File: config.mk
export PLATFORM = sky130hd
export DESIGN_NAME = xlat_walker
export DESIGN_NICKNAME = d
export VERILOG_FILES = /design/src/rtl/xw_pkg.sv /design/src/rtl/xw_addr_gen.sv /design/src/rtl/xw_desc_decode.sv /design/src/rtl/xw_fault_hold.sv /design/src/rtl/xlat_walker.sv
export SDC_FILE = /design/constraint.sdc
export NUM_CORES = 1
export LEC_CHECK = 0
export ABC_AREA = 1
export BUFFER_PORTS_ARGS = -buffer_cell sky130_fd_sc_hd__buf_2
export CORE_MARGIN = 2
export CORE_UTILIZATION = 51
export DETAILED_ROUTE_END_ITERATION = 12
export GPL_TIMING_DRIVEN = 0
export PLACE_DENSITY = 0.91
export SLEW_MARGIN = 0
export SYNTH_ARGS = -nofsm -noshare
export SYNTH_HDL_FRONTEND = slang
export SYNTH_SLANG_ARGS = --single-unit
export TNS_END_PERCENT = 50
File: constraint.sdc
create_clock -name clk -period 1.7 [get_ports clk]
set_input_delay 0.255 -clock clk [delete_from_list [all_inputs] [get_ports clk]]
set_output_delay 0.255 -clock clk [all_outputs]
set_load 0.01 [all_outputs]
File: src/rtl/xw_pkg.sv
// Shared types for the translation walker: walk level, page descriptor
// kind and fault cause codes. Cause code values are visible at the top port.
package xw_pkg;
    typedef enum logic [1:0] {
        LV_ROOT  = 2'd0,
        LV_PTR   = 2'd1,
        LV_PAGE  = 2'd2,
        LV_INDIR = 2'd3
    } level_e;

    typedef enum logic [1:0] {
        PK_INVALID  = 2'd0,
        PK_RESIDENT = 2'd1,
        PK_INDIRECT = 2'd2
    } pkind_e;

    typedef enum logic [2:0] {
        FC_NONE      = 3'd0,
        FC_BAD_TABLE = 3'd1,
        FC_BAD_PAGE  = 3'd2,
        FC_CHAINED   = 3'd3,
        FC_WPROT     = 3'd4
    } cause_e;

    typedef enum logic [1:0] {
        ST_IDLE  = 2'd0,
        ST_ISSUE = 2'd1,
        ST_WAIT  = 2'd2,
        ST_HOLD  = 2'd3
    } wstate_e;
endpackage

File: src/rtl/xw_addr_gen.sv
// Forms the byte address of the next descriptor read from the current
// level. Assumes every table is aligned to its own size, so each entry
// address is a concatenation of the base, the index and two zero bits.
module xw_addr_gen
    import xw_pkg::*;
#(
    parameter int ADDR_W     = 32,
    parameter int ROOT_IDX_W = 7,
    parameter int PTR_IDX_W  = 7,
    parameter int PAGE_OFF_W = 12
) (
    input  level_e                                   level,
    input  logic [ADDR_W-1:ROOT_IDX_W+2]             root_hi,
    input  logic [ADDR_W-1:0]                        tbl_base,
    input  logic [ADDR_W-1:0]                        laddr,
    input  logic [ADDR_W-1:0]                        indir_ptr,
    output logic [ADDR_W-1:0]                        fetch_addr
);
    localparam int PAGE_IDX_W = ADDR_W - ROOT_IDX_W - PTR_IDX_W - PAGE_OFF_W;
    localparam int ROOT_LSB   = ADDR_W - ROOT_IDX_W;
    localparam int PTR_LSB    = ROOT_LSB - PTR_IDX_W;
    localparam int PTR_ALIGN  = PTR_IDX_W + 2;
    localparam int PAGE_ALIGN = PAGE_IDX_W + 2;

    logic [ROOT_IDX_W-1:0] root_idx;
    logic [PTR_IDX_W-1:0]  ptr_idx;
    logic [PAGE_IDX_W-1:0] page_idx;

    assign root_idx = laddr[ADDR_W-1:ROOT_LSB];
    assign ptr_idx  = laddr[ROOT_LSB-1:PTR_LSB];
    assign page_idx = laddr[PTR_LSB-1:PAGE_OFF_W];

    // Select the entry address for the level being fetched.
    always_comb begin
        unique case (level)
            LV_ROOT:  fetch_addr = {root_hi, root_idx, 2'b00};
            LV_PTR:   fetch_addr = {tbl_base[ADDR_W-1:PTR_ALIGN], ptr_idx, 2'b00};
            LV_PAGE:  fetch_addr = {tbl_base[ADDR_W-1:PAGE_ALIGN], page_idx, 2'b00};
            default:  fetch_addr = indir_ptr;
        endcase
    end
endmodule

File: src/rtl/xw_desc_decode.sv
// Decodes one descriptor word. Only the type bits, the write-protect bit
// and the address fields are looked at; all other bits pass through unused.
module xw_desc_decode
    import xw_pkg::*;
#(
    parameter int ADDR_W     = 32,
    parameter int PAGE_OFF_W = 12
) (
    input  logic [ADDR_W-1:0]            desc,
    output logic                         tbl_valid,
    output logic                         wp_bit,
    output pkind_e                       page_kind,
    output logic [ADDR_W-1:PAGE_OFF_W]   frame,
    output logic [ADDR_W-1:0]            indir_ptr
);
    assign tbl_valid = desc[1];
    assign wp_bit    = desc[2];
    assign frame     = desc[ADDR_W-1:PAGE_OFF_W];
    assign indir_ptr = {desc[ADDR_W-1:2], 2'b00};

    // Classify a page-level descriptor from its two type bits.
    always_comb begin
        unique case (desc[1:0])
            2'b00:   page_kind = PK_INVALID;
            2'b10:   page_kind = PK_INDIRECT;
            default: page_kind = PK_RESIDENT;
        endcase
    end
endmodule

File: src/rtl/xw_fault_hold.sv
// Keeps a fault raised by an instruction-fetch walk until the fetch is
// used. Assumes a new capture only happens when nothing is pending.
module xw_fault_hold
    import xw_pkg::*;
(
    input  logic   clk,
    input  logic   rst_n,
    input  logic   capture,
    input  cause_e cause_in,
    input  logic   use_strobe,
    output logic   pending,
    output logic   fire,
    output cause_e cause_out
);
    assign fire = pending && use_strobe;

    // Set on capture, clear when the held result is consumed.
    always_ff @(posedge clk) begin
        if (!rst_n) begin
            pending   <= 1'b0;
            cause_out <= FC_NONE;
        end else if (capture) begin
            pending   <= 1'b1;
            cause_out <= cause_in;
        end else if (fire) begin
            pending   <= 1'b0;
        end
    end

    a_r9_no_double_capture: assert property (@(posedge clk) disable iff (!rst_n)
        capture |-> !pending);
    a_r9_release_clears: assert property (@(posedge clk) disable iff (!rst_n)
        fire |=> !pending);
endmodule

File: src/rtl/xlat_walker.sv
// Three-level translation table walker. Accepts one request while idle,
// reads root, pointer and page descriptors over a valid/ready port with a
// single response beat per read, follows one indirect page descriptor,
// ORs protect bits and reports a physical address or a fault cause.
// Assumes the memory answers each accepted read with exactly one beat.
module xlat_walker
    import xw_pkg::*;
#(
    parameter int ADDR_W     = 32,
    parameter int ROOT_IDX_W = 7,
    parameter int PTR_IDX_W  = 7,
    parameter int PAGE_OFF_W = 12
) (
    input  logic              clk,
    input  logic              rst_n,
    input  logic              req_valid,
    output logic              req_ready,
    input  logic [ADDR_W-1:0] req_laddr,
    input  logic [ADDR_W-1:0] req_root,
    input  logic              req_write,
    input  logic              req_ifetch,
    input  logic              ifetch_use,
    output logic              mem_req_valid,
    input  logic              mem_req_ready,
    output logic [ADDR_W-1:0] mem_req_addr,
    input  logic              mem_rsp_valid,
    input  logic [ADDR_W-1:0] mem_rsp_data,
    output logic              done,
    output logic              fault,
    output logic [2:0]        fault_cause,
    output logic [ADDR_W-1:0] paddr
);
    localparam int ROOT_ALIGN = ROOT_IDX_W + 2;

    wstate_e                     state_q;
    level_e                      level_q;
    logic [ADDR_W-1:0]           laddr_q;
    logic [ADDR_W-1:ROOT_ALIGN]  root_hi_q;
    logic [ADDR_W-1:0]           tbl_base_q;
    logic [ADDR_W-1:0]           indir_q;
    logic                        write_q;
    logic                        ifetch_q;
    logic                        wp_q;
    logic                        done_q;
    logic                        fault_q;
    cause_e                      cause_q;
    logic [ADDR_W-1:0]           paddr_q;

    logic                        tbl_valid;
    logic                        wp_bit;
    pkind_e                      page_kind;
    logic [ADDR_W-1:PAGE_OFF_W]  frame;
    logic [ADDR_W-1:0]           dec_indir;

    logic                        fin;
    cause_e                      fin_cause;
    level_e                      nxt_level;
    logic                        wp_nxt;
    logic                        rsp_take;
    logic                        hold_capture;
    logic                        hold_pending;
    logic                        hold_fire;
    cause_e                      hold_cause;

    xw_addr_gen #(
        .ADDR_W(ADDR_W), .ROOT_IDX_W(ROOT_IDX_W),
        .PTR_IDX_W(PTR_IDX_W), .PAGE_OFF_W(PAGE_OFF_W)
    ) u_addr (
        .level(level_q), .root_hi(root_hi_q), .tbl_base(tbl_base_q),
        .laddr(laddr_q), .indir_ptr(indir_q), .fetch_addr(mem_req_addr)
    );

    xw_desc_decode #(.ADDR_W(ADDR_W), .PAGE_OFF_W(PAGE_OFF_W)) u_dec (
        .desc(mem_rsp_data), .tbl_valid(tbl_valid), .wp_bit(wp_bit),
        .page_kind(page_kind), .frame(frame), .indir_ptr(dec_indir)
    );

    xw_fault_hold u_hold (
        .clk(clk), .rst_n(rst_n), .capture(hold_capture), .cause_in(fin_cause),
        .use_strobe(ifetch_use), .pending(hold_pending), .fire(hold_fire),
        .cause_out(hold_cause)
    );

    assign req_ready     = (state_q == ST_IDLE);
    assign mem_req_valid = (state_q == ST_ISSUE);
    assign rsp_take      = (state_q == ST_WAIT) && mem_rsp_valid;
    assign hold_capture  = rsp_take && fin && (fin_cause != FC_NONE) && ifetch_q;
    assign done          = done_q;
    assign fault         = fault_q;
    assign fault_cause   = cause_q;
    assign paddr         = paddr_q;

    // Decide what the descriptor arriving now means for the walk.
    always_comb begin
        fin       = 1'b0;
        fin_cause = FC_NONE;
        nxt_level = level_q;
        wp_nxt    = wp_q;
        unique case (level_q)
            LV_ROOT, LV_PTR: begin
                if (!tbl_valid) begin
                    fin       = 1'b1;
                    fin_cause = FC_BAD_TABLE;
                end else begin
                    wp_nxt    = wp_q | wp_bit;
                    nxt_level = (level_q == LV_ROOT) ? LV_PTR : LV_PAGE;
                end
            end
            default: begin
                if (page_kind == PK_INVALID) begin
                    fin       = 1'b1;
                    fin_cause = FC_BAD_PAGE;
                end else if (page_kind == PK_INDIRECT) begin
                    if (level_q == LV_INDIR) begin
                        fin       = 1'b1;
                        fin_cause = FC_CHAINED;
                    end else begin
                        nxt_level = LV_INDIR;
                    end
                end else begin
                    fin    = 1'b1;
                    wp_nxt = wp_q | wp_bit;
                    if (write_q && wp_nxt) fin_cause = FC_WPROT;
                end
            end
        endcase
    end

    // Walk sequencer and registered result outputs.
    always_ff @(posedge clk) begin
        if (!rst_n) begin
            state_q    <= ST_IDLE;
            level_q    <= LV_ROOT;
            laddr_q    <= '0;
            root_hi_q  <= '0;
            tbl_base_q <= '0;
            indir_q    <= '0;
            write_q    <= 1'b0;
            ifetch_q   <= 1'b0;
            wp_q       <= 1'b0;
            done_q     <= 1'b0;
            fault_q    <= 1'b0;
            cause_q    <= FC_NONE;
            paddr_q    <= '0;
        end else begin
            done_q  <= 1'b0;
            fault_q <= 1'b0;
            cause_q <= FC_NONE;
            unique case (state_q)
                ST_IDLE: begin
                    if (req_valid) begin
                        laddr_q   <= req_laddr;
                        root_hi_q <= req_root[ADDR_W-1:ROOT_ALIGN];
                        write_q   <= req_write;
                        ifetch_q  <= req_ifetch;
                        wp_q      <= 1'b0;
                        level_q   <= LV_ROOT;
                        state_q   <= ST_ISSUE;
                    end
                end
                ST_ISSUE: begin
                    if (mem_req_ready) state_q <= ST_WAIT;
                end
                ST_WAIT: begin
                    if (mem_rsp_valid) begin
                        wp_q <= wp_nxt;
                        if (!fin) begin
                            level_q    <= nxt_level;
                            tbl_base_q <= mem_rsp_data;
                            indir_q    <= dec_indir;
                            state_q    <= ST_ISSUE;
                        end else begin
                            done_q <= 1'b1;
                            if (fin_cause == FC_NONE) begin
                                paddr_q <= {frame, laddr_q[PAGE_OFF_W-1:0]};
                                state_q <= ST_IDLE;
                            end else if (ifetch_q) begin
                                paddr_q <= '0;
                                state_q <= ST_HOLD;
                            end else begin
                                paddr_q <= '0;
                                fault_q <= 1'b1;
                                cause_q <= fin_cause;
                                state_q <= ST_IDLE;
                            end
                        end
                    end
                end
                default: begin
                    if (hold_fire) begin
                        fault_q <= 1'b1;
                        cause_q <= hold_cause;
                        state_q <= ST_IDLE;
                    end
                end
            endcase
        end
    end

    a_r10_req_hold: assert property (@(posedge clk) disable iff (!rst_n)
        mem_req_valid && !mem_req_ready |=> mem_req_valid && $stable(mem_req_addr));
    a_r10_accept_starts: assert property (@(posedge clk) disable iff (!rst_n)
        req_valid && req_ready |=> mem_req_valid && !req_ready);
    a_r8_fault_source: assert property (@(posedge clk) disable iff (!rst_n)
        fault |-> done || $past(ifetch_use));
    a_r2_done_pulse: assert property (@(posedge clk) disable iff (!rst_n)
        done |=> !done);
    a_r8_cause_with_fault: assert property (@(posedge clk) disable iff (!rst_n)
        fault |-> fault_cause != 3'd0);
    a_r9_quiet_while_held: assert property (@(posedge clk) disable iff (!rst_n)
        hold_pending |-> !fault && !req_ready);
endmodule

* Yosys cells after proc, flatten, opt, wreduce, memory -nomap -nowiden
Index checks and enable logic that the tools add are counted.
** Storage, ports and cells
- Flip-flop bits (word level) :: 165
- Input bits :: 104
- Output and inout bits :: 71
- Logic and storage cells :: 111
** Cells by class
- Equality and inequality tests :: 16
- Muxes and demuxes :: 54
- Bitwise gates (word level) :: 2
- Reductions and logical operators :: 24
** Operators by type and width (count)
- 32-bit one-hot mux with 3 select lines :: 1
- 2-bit 2-to-1 mux :: 17
- 32-bit 2-to-1 mux :: 1
- 3-bit 2-to-1 mux :: 9
- 1-bit 2-to-1 mux :: 20
- 2-bit equality test, second input constant :: 5
- 3-bit by 2-bit != test with 1-bit output, second input constant :: 3
- 3-bit AND reduction :: 3
- 2-bit logical NOT :: 4
- 2-bit one-hot mux with 2 select lines :: 2
- 8-bit AND reduction :: 1
- 1-bit logical AND :: 6
- 2-bit != test, second input constant :: 3
- 2-bit one-hot mux with 3 select lines :: 1
- 3-bit one-hot mux with 2 select lines :: 1
- 6-bit AND reduction :: 1
- 2-bit by 1-bit equality test with 1-bit output, second input constant :: 2
- 1-bit one-hot mux with 2 select lines :: 2
- 4-bit AND reduction :: 1
- 2-bit nonzero test :: 2
- 4-bit nonzero test :: 1
- 2-bit OR reduction :: 2
- 3-bit logical NOT :: 1
- 3-bit by 1-bit != test with 1-bit output, second input constant :: 1
- other kinds (6) :: 6

* Longest topological paths before layout
Gate-level depths: netlist of run 1.
- Depth in word-level cells :: 11
- Gate-level depth with buffers :: 9
- Mapped depth without buffers :: 9

* Cells and area by module
A second synthesis of run 1 with hierarchy kept.
** Unflattened totals
- Cell total of the unflattened synthesis :: 1000
- Area total of the unflattened synthesis :: 7840.0 sq um
** Modules (own cells, without submodules)
- xlat_walker :: times used 1, cells each 768, area each 6339.8 sq um, sequential area each 3263.1 sq um
- xw_addr_gen :: times used 1, cells each 154, area each 930.9 sq um, sequential area each 0.0 sq um
- xw_desc_decode :: times used 1, cells each 58, area each 420.4 sq um, sequential area each 0.0 sq um
- xw_fault_hold :: times used 1, cells each 20, area each 148.9 sq um, sequential area each 80.1 sq um

* Least setup slack after synthesis of run 1
Ideal clock, no wire load.
- Path type :: register to output
- Start :: register level_q[1]
- End :: output port mem_req_addr[10]
- Arrival time :: 1.205 ns
- Data required time :: 1.445 ns
- Path slack :: 0.240 ns
- Stages on the path, launching flop included :: 5
- Buffers on the path :: 2
- Cell sequence :: dfxtp_1 -> buf_2 -> nor2_1 -> buf_2 -> mux2_2
** On the way
- Cells in the longest elaborated chain, start to end :: 2
- Elaborated cells between the ends (all ways) :: 4
- Those cells by class :: eq/ne: 2; mux: 1; reduce/logical: 1
** Ends and longest elaborated chain
- from (decl) :: line xlat_walker.sv:36 : level_e level_q;
- from (signal assigned) :: line xlat_walker.sv:168 : level_q <= nxt_level;
- 2-bit equality test, or another cell as far along :: line xw_addr_gen.sv:35 : unique case (level)
- 32-bit one-hot mux with 3 select lines (*) :: line xw_addr_gen.sv:35
- to (decl) :: line xlat_walker.sv:25 : output logic [ADDR_W-1:0] mem_req_addr,
Every way passes the cells marked *; elsewhere a longest branch is shown, timed or not.

* Final worst setup path of run 1
- Start :: register level_q[1]
- End :: output port mem_req_addr[9]
Same word-level chain as after synthesis.

==> results of run 1 <==
==> per-layer routing <==
metal	vias up	global-route usage (%)	part of all wire, %
li1	2717	-	-
met1	2648	34.1	40
met2	279	51.8	49
met3	70	6.90	6.4
met4	0	17.7	4.7
met5	-	0	0
==> worst max path at each step <==
stage                             endpoint       start  depth (start not counted)
after floorplan           mem_req_addr[10]  level_q[1]                          4
after global placement    mem_req_addr[10]  level_q[1]                          5
after detailed placement  mem_req_addr[11]  level_q[1]                          5
after CTS                 mem_req_addr[29]  level_q[0]                          6
after global routing       mem_req_addr[9]  level_q[1]                          5
final                      mem_req_addr[9]  level_q[1]                          5
==> worst reg2reg max path: cells and delay by family (launching register included) <==
family	cells	cell delay (ps)
AO/OA/AOI/OAI	1	160
buffers and inverters	4	640
flip-flops	1	360
AND/OR/NAND/NOR	4	400
==> cells in the mapped netlist <==
library cell	instances	area [sq um]
sky130_fd_sc_hd__buf_12	3	60.1
sky130_fd_sc_hd__clkbuf_1	16	60.1
sky130_fd_sc_hd__nand2_4	1	11.3
sky130_fd_sc_hd__nand2_2	3	18.8
sky130_fd_sc_hd__buf_6	4	45.0
sky130_fd_sc_hd__nor3_1	12	60.1
sky130_fd_sc_hd__a21oi_1	12	60.1
sky130_fd_sc_hd__nand3_2	1	10.0
sky130_fd_sc_hd__buf_2	16	80.1
sky130_fd_sc_hd__o21ai_1	10	50.1
sky130_fd_sc_hd__inv_1	17	63.8
sky130_fd_sc_hd__nor2_1	227	852
sky130_fd_sc_hd__nand3_1	6	30.0
sky130_fd_sc_hd__mux2_2	23	259
sky130_fd_sc_hd__nand4_1	10	62.6
sky130_fd_sc_hd__nand4_4	1	21.3
sky130_fd_sc_hd__o21ai_0	88	440
sky130_fd_sc_hd__nor2_2	21	131
sky130_fd_sc_hd__inv_2	3	11.3
sky130_fd_sc_hd__clkinv_1	1	3.75
sky130_fd_sc_hd__conb_1	1	3.75
sky130_fd_sc_hd__buf_4	6	45.0
sky130_fd_sc_hd__nand2_1	58	218
sky130_fd_sc_hd__nor3_2	21	210
sky130_fd_sc_hd__dfxtp_1	133	2660
sky130_fd_sc_hd__nor2_4	1	11.3
sky130_fd_sc_hd__nor2_8	1	20.0
sky130_fd_sc_hd__and3_1	1	6.26
==> sequential cells by signal (all words and copies together) (netlist names), 2 cells and up <==
name,flops
fault_cause,3
u_hold.cause_out,3
paddr,32
root_hi_q,23
state_q,2
level_q,2
laddr_q,32
tbl_base_q,29
==> cell usage in the layout (no fill, tap or decap), types with 12 or more instances in the layout <==
cell type                       instances
sky130_fd_sc_hd__dlygate4sd3_1         35
sky130_fd_sc_hd__nor2_2                21
sky130_fd_sc_hd__buf_4                 15
sky130_fd_sc_hd__buf_2                148
sky130_fd_sc_hd__buf_6                 27
sky130_fd_sc_hd__clkbuf_1              15
sky130_fd_sc_hd__inv_1                 15
sky130_fd_sc_hd__nand2_1               55
sky130_fd_sc_hd__a21oi_1               12
sky130_fd_sc_hd__o21ai_0               87
sky130_fd_sc_hd__clkbuf_16             16
sky130_fd_sc_hd__dfxtp_1              130
sky130_fd_sc_hd__nor3_2                24
sky130_fd_sc_hd__nor2_1               224
sky130_fd_sc_hd__mux2_4                23
==> power by group <==
| part | total, mW | switching (mW) | internal, mW |
|---|---|---|---|
| registers | 3.87 | 0.282 | 3.59 |
| logic | 3.68 | 1.95 | 1.73 |
| clock network | 3.65 | 1.40 | 2.25 |
==> repair_timing <==
item,in CTS,in global routing
cloned,2,0
resized for setup,71,29
setup endpoints to repair,30,124
setup buffers,9,4
endpoints found under the hold margin,35,0
pin swaps,2,3
hold buffers,35,0
==> layout make-up <==
class	count	area, sq um	share of cell area, %
Multi-Input combinational cell	499	2620	33.2
Inverter	21	78.8	0.998
Clock buffer	21	469	5.94
Tap cell	136	170	2.16
Clock inverter	10	120	1.52
Sequential cell	133	2670	33.8
Timing Repair Buffer	210	1430	18.1
Buffer	43	332	4.20
==> metrics by stage <==
step                      TNS, ps  power [mW]
after detailed placement    -1990        6.55
after floorplan                 0        5.66
after global routing        -9480        11.7
after global placement      -1820        6.48
final                       -8100        11.2
after CTS                   -8320        11.1
==> logic make-up (layout without fill, tap and decap cells) <==
kind of cell / count (synthesis) / after routing
buffers and inverters: 66 / 305
flip-flops: 133 / 133
AO/OA/AOI/OAI: 110 / 110
other: 1 / 2
AND/OR/NAND/NOR: 364 / 364
multiplexers: 23 / 23
==> PnR_summary.wiki, run 1 <==
{| class="wikitable"
! Metric !! Value
|-
| Outcome || finished, violations left
|-
| Violations in the final reports || hold timing, setup timing
|-
| Critical-path cell list || nor2_4 -> buf_12 -> buf_12 -> mux2_4 -> buf_6
|-
| Die outline area || 11600 sq um
|-
| Largest family of logic cells by synthesized area || simple AND/OR/NAND/NOR gates
|-
| Post-route antenna net violation count || 0
|-
| Most prevalent standard cell on the critical path || sky130_fd_sc_hd__buf_12
|-
| Wire length of the first global-routing pass || approximately 27000 um
|-
| Floorplan die height || 108 um
|-
| Maximum clock path buffer count || 2
|-
| Vias post-DR || ~5700
|-
| Pin count of the biggest net entering global routing || 17
|-
| Warnings, synthesis || 0
|-
| Max Slew Vio Count || 0
|-
| First drt pass iteration count || 6
|-
| Quantity of I/O buffers inserted on ports || 163
|-
| Number of buffers created by CTS || 17
|-
| Worst Tran Pin Value || 514 ps
|-
| Leakage Power || around 3.6 nW
|-
| Power per cell area || 1420 nW/um^2
|-
| Number of failing hold endpoints at the final stage || 1
|-
| Depth of the worst register-to-register path || 9
|-
| Cell at the root of the clock tree || sky130_fd_sc_hd__clkbuf_8
|-
| Min-delay src || req_laddr[9]
|-
| Final core occ || 75.8%
|-
| Register-to-register setup slack || roughly 50 ps
|-
| Cell area after technology mapping || 5510 sq um
|-
| Critical Path AT || 1750 ps
|-
| Area added between synthesis and finish || 43.3%
|-
| Placement-stage cell area || between 6000 and 7000 sq um
|-
| Worst setup margin || -309 ps
|-
| Setup slack after placement || -108 ps
|-
| FF-to-FF End || tbl_base_q[27]
|-
| Layout fillers || 700
|-
| Required time reported for the critical path endpoint || 1440 ps
|-
| Gr usage total || 30.1%
|-
| Crit-path max FO || 5
|-
| Gate Count Post-Synth || 697
|-
| Register clock-pin slew on the reported worst setup and hold paths || 60 ps
|-
| Clock sink count || roughly 130
|-
| Worst setup path category || reg -> out
|-
| Proportion of synthesized area in mux cells || 4.70%
|-
| Sequential area share after synthesis || 48.3%
|-
| Endpoint type of the worst setup path || output pin
|-
| Via count normalized by instance count || around 5.3
|-
| H-tree depth reported by CTS || 4
|-
| Final design instance area without fill || 7900 sq um
|-
| First-iteration detailed-routing DRC count || 302
|-
| Final setup violation count || 30
|-
| Yosys reg bits || 133
|-
| Count of buffering cells on the critical path with inverters included || 3
|-
| TritonCTS clock tree || built
|-
| Fraction of final layout cells sized beyond drive strength 1 || roughly 35%
|-
| Sort of element at the start of the critical path || register
|-
| Area share of and/or/nand/nor cells after synthesis || between 30 and 40%
|-
| Worst hold endpoint || laddr_q[9]
|-
| Worst-skew pair later-pin latency || 520 ps
|-
| Starting density of the core || 52.9%
|-
| Min Tclk post-route || 2010 ps
|-
| Antenna diodes || 0
|-
| Detail-routed net length per standard cell || 16.1 um
|-
| Final worst path period share || 118%
|-
| Total instance count after detailed placement || 997
|-
| # DRC || 0
|-
| Maximum clock rate || 0.498 GHz
|-
| Smallest hold slack || -5.85 ps
|-
| Type of the tightest min-delay check || in -> reg
|-
| Post-layout nets || 1029
|-
| Detailed placement HPWL || 10600 um
|-
| Vias in the first global route || 5583
|-
| Reg2reg start || level_q[1]
|-
| Worst hold path stage count || 3
|-
| Cell Count, Final, Fillers Out || 1073
|-
| Post-synthesis share of cell area spent on xor and xnor gates || 0%
|-
| Max stage delay on crit path || 360 ps
|-
| RSZ-0062 raised after global routing || true
|-
| Placement row count || 37
|-
| Complex-gate fraction of the synthesized area || approximately a tenth
|-
| Worst slew margin relative to its limit || 65.7%
|-
| Count of distinct cell types in the synthesized netlist || 28
|-
| Cell with the biggest individual delay on the critical path || sky130_fd_sc_hd__dfxtp_4
|-
| CP delay by family, top || buffers and inverters
|-
| Placeable Area || 10400 sq um
|-
| Width of the die || 108 um
|-
| Synth Area per Inst || 7.90 sq um
|-
| Sum of overflow across all layers after global routing || 0
|-
| Number of antenna violations at the first check in global routing || 0
|-
| Worst vdd ir || 0.00104 V
|-
| # IOs || 175
|-
| Post-Route Skew || 11.5 ps
|-
| Final weighted congestion in routability-driven placement || slightly below 0.9
|-
| Post-Synth Adder-Cell Area || 0%
|-
| Total wire length || roughly 17000 um
|-
| Max-cap check violation count || 0
|}
Power figures use the tool's default switching activity.
==> inputs of run 2 (changes only) <==
- CORE_ASPECT_RATIO: unset -> 0.9
==> run 2 against run 1 <==
Net effect:
- the flow finishes with violations (setup timing)
- via count decreased by 5.7%
- critical path type unchanged
- worst setup slack improved by 99 ps
- non-clock buffer count decreased by 39
- maximum frequency increased by 5.2%
- clock-buffer cell count increased by 2
- combinational power decreased by 2%
- largest power group unchanged
- first-iteration DRC count decreased by 7.9%
- wire length decreased by 6.5%
- clock power increased by 1%
- cell count decreased by 4.2%
- critical path depth unchanged
- global-route usage decreased by 3.2 points
==> PnR_summary.wiki, run 2 (synthesis results as in run 1) <==
{| class="wikitable"
! Metric !! Value
|-
| Required time reported for the critical path endpoint || 1440 ps (about the same)
|-
| Total instance count after detailed placement || 990 (was 997)
|-
| Net switching component of the power || 3.53 mW (was 3.63 mW)
|-
| Worst hold path stage count || 3 (unchanged)
|-
| Reg2reg start || level_q[1] (unchanged)
|-
| Switching power share of the total || 31.5% (was 32.5%)
|-
| Commonest non-fill, non-tap cells in the layout || sky130_fd_sc_hd__nor2_1, sky130_fd_sc_hd__buf_2, sky130_fd_sc_hd__dfxtp_1 (unchanged)
|-
| Vias in the first global route || 5100 (was 5583)
|-
| # IOs || 175 (unchanged)
|-
| Vias post-DR || 5386 (was 5714)
|-
| Detail-routed net length per standard cell || 15.7 um (was 16.1 um)
|-
| H-tree depth reported by CTS || 4 (unchanged)
|-
| Sum of overflow across all layers after global routing || 0 (unchanged)
|-
| First-iteration detailed-routing DRC count || 278 (was 302)
|-
| Area added between synthesis and finish || 37.1% (was 43.3%)
|-
| Floorplan die height || 103 um (was 108 um)
|-
| First drt pass iteration count || 5 (was 6)
|-
| Min Tclk post-route || 1910 ps (was 2010 ps)
|-
| Outcome || finished, violations left (unchanged)
|-
| Critical Path AT || 1650 ps (was 1750 ps)
|-
| Worst hold endpoint || laddr_q[5] (was laddr_q[9])
|-
| Worst slew margin relative to its limit || 62.7% (was 65.7%)
|-
| Starting density of the core || 53.1% (was 52.9%)
|-
| Power per cell area || 1480 nW/um^2 (was 1420 nW/um^2)
|-
| Worst vdd ir || 0.000957 V (was 0.00104 V)
|-
| Violations in the final reports || setup timing (was hold timing, setup timing)
|-
| Placement row count || 35 (was 37)
|-
| Post-layout nets || 990 (was 1029)
|-
| TritonCTS clock tree || built (unchanged)
|-
| Cell at the root of the clock tree || sky130_fd_sc_hd__clkbuf_16 (was sky130_fd_sc_hd__clkbuf_8)
|-
| Final weighted congestion in routability-driven placement || 0.855 (was 0.867)
|-
| Worst setup path category || reg -> out (unchanged)
|-
| Maximum clock path buffer count || 2 (unchanged)
|-
| Cell Count, Final, Fillers Out || 1028 (was 1073)
|-
| Overall power after layout || 11.2 mW (about the same)
|-
| Sort of element at the start of the critical path || register (unchanged)
|-
| Type of the tightest min-delay check || in -> reg (unchanged)
|-
| Die outline area || 11600 sq um (about the same)
|-
| Number of buffers created by CTS || 17 (unchanged)
|-
| Final setup TNS || -4750 ps (was -8100 ps)
|-
| FF-to-FF End || indir_q[31] (was tbl_base_q[27])
|-
| Worst-skew pair later-pin latency || 410 ps (was 520 ps)
|-
| Fraction of power consumed by sequential logic || 34.7% (was 34.5%)
|-
| Maximum clock rate || 0.524 GHz (was 0.498 GHz)
|-
| Via count normalized by instance count || 5.24 (was 5.33)
|-
| Max-cap check violation count || 0 (unchanged)
|-
| Number of failing hold endpoints at the final stage || 0 (was 1)
|-
| Width of the die || 114 um (was 108 um)
|-
| Gr usage total || 26.9% (was 30.1%)
|-
| Post-Route Skew || 9.24 ps (was 11.5 ps)
|-
| Portion of total power attributed to the clock network || 33.0% (was 32.6%)
|-
| Quantity of I/O buffers inserted on ports || 163 (unchanged)
|-
| Depth of the worst register-to-register path || 9 (unchanged)
|-
| Pin count of the biggest net entering global routing || 17 (unchanged)
|-
| Final design instance area without fill || 7550 sq um (was 7900 sq um)
|-
| Worst setup margin || -210 ps (was -309 ps)
|-
| Fraction of final layout cells sized beyond drive strength 1 || 35.7% (was 34.6%)
|-
| Leakage Power || 3.46 nW (was 3.60 nW)
|-
| Min-delay src || req_laddr[5] (was req_laddr[9])
|-
| Antenna diodes || 0 (unchanged)
|-
| Endpoint type of the worst setup path || output pin (unchanged)
|-
| Total internal power || 7.68 mW (was 7.56 mW)
|-
| Max Slew Vio Count || 0 (unchanged)
|-
| Total wire length || 16200 um (was 17300 um)
|-
| Register clock-pin slew on the reported worst setup and hold paths || 60 ps (about the same)
|-
| Placeable Area || 10400 sq um (about the same)
|-
| Post-route antenna net violation count || 0 (unchanged)
|-
| Final worst path period share || 112% (was 118%)
|-
| # DRC || 0 (unchanged)
|-
| Worst Tran Pin Value || 560 ps (was 514 ps)
|-
| Clock sink count || 133 (unchanged)
|-
| Register-to-register setup slack || 90 ps (was 50 ps)
|-
| Detailed placement HPWL || 11100 um (was 10600 um)
|-
| Most frequent standard cell in the layout excluding fill and tap cells || sky130_fd_sc_hd__nor2_1 (unchanged)
|-
| Combinational cell fraction of total power || 32.3% (was 32.8%)
|-
| Number of antenna violations at the first check in global routing || 0 (unchanged)
|-
| Wire length of the first global-routing pass || 24100 um (was 26900 um)
|-
| First element of the critical path || level_q[1] (unchanged)
|-
| RSZ-0062 raised after global routing || true (unchanged)
|-
| Smallest hold slack || 94.8 ps (was -5.85 ps)
|-
| Final setup violation count || 30 (unchanged)
|-
| Hold bufs inserted after CTS || 0 (was 35)
|-
| Placement-stage cell area || 6490 sq um (was 6500 sq um)
|-
| Crit-path max FO || 5 (unchanged)
|}
run 2: worst max-delay path, stage by stage, from the launching register on:
cell and delay (ps):
sky130_fd_sc_hd__dfxtp_4 360, sky130_fd_sc_hd__nor2_4 150, sky130_fd_sc_hd__buf_12 150, sky130_fd_sc_hd__clkbuf_16 150, sky130_fd_sc_hd__mux2_4 300, sky130_fd_sc_hd__buf_6 120
run 2: area by class of cell:
cell class	count	area [sq um]
multi-input cells	499	2650
plain buffers	44	342
well taps	129	161
flip-flops and latches	133	2670
repair buffers	170	1060
clock inverters	9	126
inverters	21	78.8
clock buffers	23	468
fillers	801	2830
run 2: worst max-delay path by stage:
stage	endpoint	slack, ps	depth (start not counted)
2_1_floorplan	mem_req_addr[10]	240	4
3_3_place_gp	mem_req_addr[11]	-130	5
3_5_place_dp	mem_req_addr[9]	-120	5
4_1_cts	mem_req_addr[29]	-220	5
5_1_grt	mem_req_addr[25]	-260	5
6_report	mem_req_addr[20]	-210	5
run 2: through the flow:
step | util, % | setup WS (ps)
6_report | 72.8 | -210
3_3_place_gp | 62.5 | -127
3_5_place_dp | 62.5 | -122
4_1_cts | 70.9 | -222
2_1_floorplan | - | 240
5_1_grt | 72.8 | -262
run 2: timing repair:
item                                    CTS  global route
buffers inserted                          5             1
gates cloned                              1             1
endpoints found under the setup margin   30           101
gates resized for setup                  49            50
pin swaps                                 2             9
run 2: power groups by stage:
stage	Sequential, mW	Clock, mW	Combinational (mW)
after CTS	3.85	3.70	3.26
after detailed placement	3.89	0	2.67
after global routing	3.92	3.84	3.93
final	3.88	3.70	3.62
after global placement	3.87	0	2.61
after floorplan	3.86	0	1.79
run 2: routing by layer:
metal,routed length [um],up-vias,track usage [%]
met5,0,-,0
met2,7900,228,47.6
li1,-,2639,-
met3,1120,43,7.11
met4,455,0,10.8
met1,6700,2476,31.4
